--- src/rtl/gpio_pkg.sv ---
package gpio_pkg;
  localparam int unsigned PIN_W   = 32;
  localparam int unsigned WORD_AW = 2;

  typedef enum logic [WORD_AW-1:0] {
    PW_DIR   = 2'd0,
    PW_DATA  = 2'd1,
    PW_POL   = 2'd2,
    PW_STAT  = 2'd3
  } pin_word_e;

  typedef enum logic [WORD_AW-1:0] {
    IW_PEND  = 2'd0,
    IW_MASK  = 2'd2
  } irq_word_e;
endpackage

--- src/rtl/gpio_rst_sync.sv ---
module gpio_rst_sync #(
  parameter int unsigned STAGES = 2
) (
  input  logic clk,
  input  logic rst_n,
  output logic rst_q_n
);
  logic [STAGES-1:0] chain_q;

  always_ff @(posedge clk or negedge rst_n) begin
    if (!rst_n) chain_q <= '0;
    else        chain_q <= {chain_q[STAGES-2:0], 1'b1};
  end

  assign rst_q_n = chain_q[STAGES-1];
endmodule

--- src/rtl/gpio_in_sync.sv ---
module gpio_in_sync #(
  parameter int unsigned W      = 32,
  parameter int unsigned STAGES = 2
) (
  input  logic         clk,
  input  logic         rst_n,
  input  logic [W-1:0] async_in,
  output logic [W-1:0] sync_out
);
  logic [W-1:0] stage_q [STAGES];

  genvar s;
  generate
    for (s = 0; s < STAGES; s++) begin : g_stage
      logic [W-1:0] d;
      if (s == 0) begin : g_first
        assign d = async_in;
      end else begin : g_rest
        assign d = stage_q[s-1];
      end
      always_ff @(posedge clk or negedge rst_n) begin
        if (!rst_n) stage_q[s] <= '0;
        else        stage_q[s] <= d;
      end
    end
  endgenerate

  assign sync_out = stage_q[STAGES-1];
endmodule

--- src/rtl/gpio_regfile.sv ---
module gpio_regfile
  import gpio_pkg::*;
#(
  parameter int unsigned W = 32
) (
  input  logic               clk,
  input  logic               rst_n,
  input  logic               bus_en,
  input  logic               bus_we,
  input  logic               bus_win,
  input  logic [WORD_AW-1:0] bus_word,
  input  logic [W-1:0]       bus_wdata,
  output logic [W-1:0]       bus_rdata,
  input  logic [W-1:0]       pin_sync,
  input  logic [W-1:0]       stat,
  output logic [W-1:0]       dir_q,
  output logic [W-1:0]       dout_q,
  output logic [W-1:0]       pol_q,
  output logic [W-1:0]       mask_q,
  output logic               stat_we,
  output logic               dir_we
);
  logic          wr;
  logic          data_we, pol_we, mask_we;
  logic [W-1:0]  dir_d, dout_d, pol_d, mask_d;
  logic [W-1:0]  rd_mux;

  // write decode
  always_comb begin
    wr      = bus_en && bus_we;
    dir_we  = wr && !bus_win && (bus_word == PW_DIR);
    data_we = wr && !bus_win && (bus_word == PW_DATA);
    pol_we  = wr && !bus_win && (bus_word == PW_POL);
    stat_we = wr && !bus_win && (bus_word == PW_STAT);
    mask_we = wr &&  bus_win && (bus_word == IW_MASK);
  end

  // next state with explicit enables
  always_comb begin
    dir_d  = dir_we  ? bus_wdata : dir_q;
    dout_d = data_we ? bus_wdata : dout_q;
    pol_d  = pol_we  ? bus_wdata : pol_q;
    mask_d = mask_we ? bus_wdata : mask_q;
  end

  always_ff @(posedge clk or negedge rst_n) begin
    if (!rst_n) begin
      dir_q  <= '0;
      dout_q <= '0;
      pol_q  <= '1;
      mask_q <= '1;
    end else begin
      dir_q  <= dir_d;
      dout_q <= dout_d;
      pol_q  <= pol_d;
      mask_q <= mask_d;
    end
  end

  // read mux
  always_comb begin
    rd_mux = '0;
    if (!bus_win) begin
      unique case (bus_word)
        PW_DIR:  rd_mux = dir_q;
        PW_DATA: rd_mux = (dir_q & dout_q) | (~dir_q & pin_sync);
        PW_POL:  rd_mux = pol_q;
        PW_STAT: rd_mux = stat;
        default: rd_mux = '0;
      endcase
    end else begin
      case (bus_word)
        IW_PEND: rd_mux = stat;
        IW_MASK: rd_mux = mask_q;
        default: rd_mux = '0;
      endcase
    end
    bus_rdata = (bus_en && !bus_we) ? rd_mux : '0;
  end
endmodule

--- src/rtl/gpio_irq_unit.sv ---
module gpio_irq_unit #(
  parameter int unsigned W = 32
) (
  input  logic         clk,
  input  logic         rst_n,
  input  logic [W-1:0] pin_sync,
  input  logic [W-1:0] pol,
  input  logic [W-1:0] mask,
  input  logic         stat_we,
  input  logic [W-1:0] wdata,
  output logic [W-1:0] stat_q,
  output logic         irq_q
);
  logic [W-1:0] active;
  logic [W-1:0] stat_d;
  logic         irq_d;

  always_comb begin
    active = ~(pin_sync ^ pol);
    stat_d = (stat_we ? (stat_q & wdata) : stat_q) | active;
    irq_d  = |(stat_q & ~mask);
  end

  always_ff @(posedge clk or negedge rst_n) begin
    if (!rst_n) begin
      stat_q <= '0;
      irq_q  <= 1'b0;
    end else begin
      stat_q <= stat_d;
      irq_q  <= irq_d;
    end
  end
endmodule

--- src/rtl/gpio_lvl_irq.sv ---
module gpio_lvl_irq
  import gpio_pkg::*;
#(
  parameter int unsigned W           = PIN_W,
  parameter int unsigned SYNC_STAGES = 2,
  parameter int unsigned RST_STAGES  = 2
) (
  input  logic               clk,
  input  logic               rst_n,
  input  logic               bus_en,
  input  logic               bus_we,
  input  logic               bus_win,
  input  logic [WORD_AW-1:0] bus_word,
  input  logic [W-1:0]       bus_wdata,
  output logic [W-1:0]       bus_rdata,
  input  logic [W-1:0]       pin_in,
  output logic [W-1:0]       pin_out,
  output logic [W-1:0]       pin_oe,
  output logic               irq_out
);
  logic         rst_q_n;
  logic [W-1:0] pin_sync;
  logic [W-1:0] dir_q, dout_q, pol_q, mask_q, stat_q;
  logic         stat_we, dir_we;

  gpio_rst_sync #(.STAGES(RST_STAGES)) u_rst (
    .clk(clk), .rst_n(rst_n), .rst_q_n(rst_q_n)
  );

  gpio_in_sync #(.W(W), .STAGES(SYNC_STAGES)) u_sync (
    .clk(clk), .rst_n(rst_q_n), .async_in(pin_in), .sync_out(pin_sync)
  );

  gpio_regfile #(.W(W)) u_regs (
    .clk(clk), .rst_n(rst_q_n),
    .bus_en(bus_en), .bus_we(bus_we), .bus_win(bus_win),
    .bus_word(bus_word), .bus_wdata(bus_wdata), .bus_rdata(bus_rdata),
    .pin_sync(pin_sync), .stat(stat_q),
    .dir_q(dir_q), .dout_q(dout_q), .pol_q(pol_q), .mask_q(mask_q),
    .stat_we(stat_we), .dir_we(dir_we)
  );

  gpio_irq_unit #(.W(W)) u_irq (
    .clk(clk), .rst_n(rst_q_n),
    .pin_sync(pin_sync), .pol(pol_q), .mask(mask_q),
    .stat_we(stat_we), .wdata(bus_wdata),
    .stat_q(stat_q), .irq_q(irq_out)
  );

  assign pin_out = dout_q;
  assign pin_oe  = dir_q;
endmodule

--- config.mk ---
export PLATFORM = sky130hd
export DESIGN_NAME = gpio_lvl_irq
export DESIGN_NICKNAME = d
export VERILOG_FILES = /design/src/rtl/gpio_pkg.sv /design/src/rtl/gpio_rst_sync.sv /design/src/rtl/gpio_in_sync.sv /design/src/rtl/gpio_regfile.sv /design/src/rtl/gpio_irq_unit.sv /design/src/rtl/gpio_lvl_irq.sv
export SDC_FILE = /design/constraint.sdc
export NUM_CORES = 1
export LEC_CHECK = 0
export CAP_MARGIN = 20
export CORE_ASPECT_RATIO = 1.5
export CORE_UTILIZATION = 35
export DETAILED_ROUTE_END_ITERATION = 16
export DONT_BUFFER_PORTS = 1
export GPL_TIMING_DRIVEN = 0
export MAX_ROUTING_LAYER = met4
export PLACE_DENSITY_LB_ADDON = 0.05
export SYNTH_ARGS = -nofsm -noshare
export SYNTH_HDL_FRONTEND = slang
export SYNTH_SLANG_ARGS = --single-unit
--- constraint.sdc ---
create_clock -name clk -period 6.1 [get_ports clk]
set_input_delay 0.61 -clock clk [delete_from_list [all_inputs] [get_ports clk]]
set_output_delay 0.61 -clock clk [all_outputs]
set_load 0.02 [all_outputs]
==> metrics <==
clock sink count 227; GPL Wtd Cong 0.840; crit path DAT 2.50 ns; Nets 898; Cell Chain, Critical Path or2_1, clkbuf_1, clkbuf_1, o22ai_1, a211oi_1; FF+latch count, synth 227; final WL 29,700 µm; Pwr per Cell Area 369 nW/µm²; Cell Count, Final, Fillers Out 1,191; std cell rows 75; Yosys top cell by area dfrtp_1; Tmin final 3.11 ns; CP most frequent cell clkbuf_1; Async S/R FF share, synth 100%; Netlist cell types 34; status finished, final reports clean; Crit. End Element output pin; Mapped Area 10,100 µm²; synthesized instance count 795; Clock Skews 0.0198 ns; Synth top area share 40.6%; worst rel slew slack 36.6%; vias in the first global route 7,225; Synth Warn # 0; Filler Cell Count 2,717; CTS tree yes; number of enable-type register cells in the synthesized netlist 0; top_reg_cell synth dfrtp_1; CTS buffer count 25; Sw Ratio 29.3%; CP max FO 10; fmax 0.322 GHz; Iteration-0 DRC Markers 323; top-level I/O count 168; HP Class input port to flop; gr usage total 21.2%; wire per inst 24.9 µm; crit start category input port; die span in x 140 µm; Clock Latency Late Sink 0.54 ns; DRC Markers 0; data required time at the worst endpoint 5.49 ns; Post-Syn Nets 866; ant diodes 0; Die Y 210 µm; R2R Setup Slk 4.62 ns; setup_tns 0 ns; Final Max Slew Viols 0; placed insts 1,145; first-pass GRT wire length 45,100 µm; Slowest-stage cell, CP a211oi_1; core area 28,200 µm²; register area share after synthesis 57.3%; Comb power frac 13.3%; max-cap violations 0; Tightest Pin Transition 0.946 ns; clock power share 34.9%; number of port buffers 0; H-tree depth 1; Psw 1.23 mW; P_leak 5.01 nW; Root Driver clkbuf_16; synth-to-layout area growth 13.2%; P_int 2.97 mW; register clock-pin slew on the reported worst setup and hold paths 0.06 ns; largest net degree at the start of global routing 61; largest cells by area after synthesis dfrtp_1, dfstp_2, mux2_2, mux2_4, mux2i_1; Final Hold Violating Endpoints 0; Syn Area/Cell 12.6 µm²; maximum VDD drop 0.230 mV; Final HPWL DP 20,400 µm; vias per inst 5.52; initial antenna violation count 0; RSZ-0062 raised after global routing no; GRT overflow 0; Die Footprint 29,400 µm²; Sequential Power Share 51.8%; CP peak stage delay 0.80 ns; worst hold margin 0.0974 ns; Final Setup Violations 0; Crit Path Class input port to output pin; initial core utilization 35.7%; Max Root-Sink Buffers 3; First-pass DRT Iterations 4; vias post-DR 6,579; fin crit share 50.9%; post-route ant nets 0; share of cells above drive strength 1 31.5%
[power groups by stage]
stage               clock network [mW]  logic (mW)  registers, mW
floorplan                            0       0.445           2.13
global placement                     0       0.520           2.22
CTS                               1.52       0.567           2.18
global route                      1.57       0.611           2.22
finish                            1.46       0.557           2.18
detailed placement                   0       0.563           2.21
[sequential cells by signal, summed over array words and instances, names as in the netlist]
register / flops
u_irq.stat_q: 32
u_irq.irq_q: 1
u_regs.dir_q: 32
u_regs.mask_q: 32
u_sync.g_stage.d: 32
u_rst.chain_q: 2
u_sync.sync_out: 32
u_regs.dout_q: 32
u_regs.pol_q: 32
[worst max-delay path, delay by kind of cell]
family,cells,cell delay (ns)
simple gates,1,0.07
buf+inv,2,0.84
compound gates,2,0.97
[cell usage in the layout, fill, tap and decap left out, types with 4 or more instances in the layout]
| cell | instances |
|---|---|
| dfrtp_1 | 162 |
| mux2_2 | 93 |
| nand2_1 | 65 |
| dfstp_2 | 64 |
| o22ai_1 | 47 |
| o21ai_0 | 34 |
| inv_1 | 33 |
| mux2i_1 | 33 |
| xor2_1 | 32 |
| nor2_1 | 32 |
| a2bb2oi_1 | 31 |
| a221oi_1 | 31 |
| a211oi_1 | 31 |
| mux2_4 | 30 |
| clkbuf_1 | 27 |
| clkbuf_16 | 25 |
| buf_2 | 21 |
| clkbuf_8 | 7 |
| buf_4 | 4 |
| nor4_1 | 4 |
| mux2_1 | 4 |
[Yosys cell counts, types with 20 or more instances]
library cell / instances
buf_2: 21
dfrtp_1: 163
inv_1: 33
dfstp_2: 64
clkbuf_1: 20
mux2i_1: 33
o21ai_0: 34
mux2_2: 93
nand2_1: 65
o22ai_1: 47
a221oi_1: 31
xor2_1: 32
a2bb2oi_1: 31
nor2_1: 32
a211oi_1: 31
mux2_4: 30
[routing by layer]
layer | up-vias | GRT usage [%] | part of all wire (%)
met5 | - | - | 0
met4 | 0 | 8.53 | 3.5
met3 | 58 | 4.08 | 5.3
met2 | 182 | 35.4 | 50
met1 | 3395 | 25.2 | 41
li1 | 2944 | - | -
[timing repair]
action                     in CTS  in global routing
buffers inserted                0                  0
setup endpoints to repair       0                  0
hold buffers                    1                  0
hold endpoints to repair        2                  0
resized for setup               0                  0
[final timing paths]
| check | startpoint | endpoint | cells past startpoint |
|---|---|---|---|
| max | bus_word[1] | bus_rdata[0] | 5 |
| min | pin_in[12] | u_sync.g_stage[1].d[12]$_DFF_PN0_ | 0 |
| max reg2reg | u_regs.mask_q[26]$_DFFE_PN1P_ | u_irq.irq_q$_DFF_PN0_ | 3 |
| min reg2reg | u_rst.chain_q[1]$_DFF_PN0_ | u_irq.stat_q[11]$_DFF_PN0_ | 0 |
| max in group asynchronous | u_rst.chain_q[1]$_DFF_PN0_ | u_regs.pol_q[14]$_DFFE_PN1P_ | 2 |
| min in group asynchronous | u_rst.chain_q[1]$_DFF_PN0_ | u_irq.stat_q[11]$_DFF_PN0_ | 0 |
[layout make-up]
class                      count  area, µm²  area share (%)
buffer                        49        248            2.18
multi-input combinational    485       3920            34.4
inverter                      34        128            1.12
clock inverter                 6       40.0           0.352
timing repair buffer           5        105           0.923
tap                          346        433            3.80
clock buffer                  39        748            6.57
sequential                   227       5760            50.6
[cells by family after synthesis]
logic type             count (synthesis)  share of synthesized area [%]
XOR/XNOR                              32                           2.79
multiplexers                         160                           18.6
AND/OR/NAND/NOR                      114                           4.99
flip-flops                           227                           57.3
other                                  1                         0.0373
AO/OA/AOI/OAI                        178                           12.5
buffers and inverters                 83                           3.73
[per-stage QoR]
step           worst slack, ns  power (mW)  utilization [%]  area, µm²
2_1_floorplan             2.43        2.58                -      10100
3_3_place_gp              1.02        2.74             37.3      10500
3_5_place_dp              2.96        2.77             37.6      10600
4_1_cts                   2.96        4.27             40.4      11400
5_1_grt                   2.87        4.39             40.4      11400
6_report                  2.99        4.20             40.4      11400
Power figures use the tool's default switching activity.
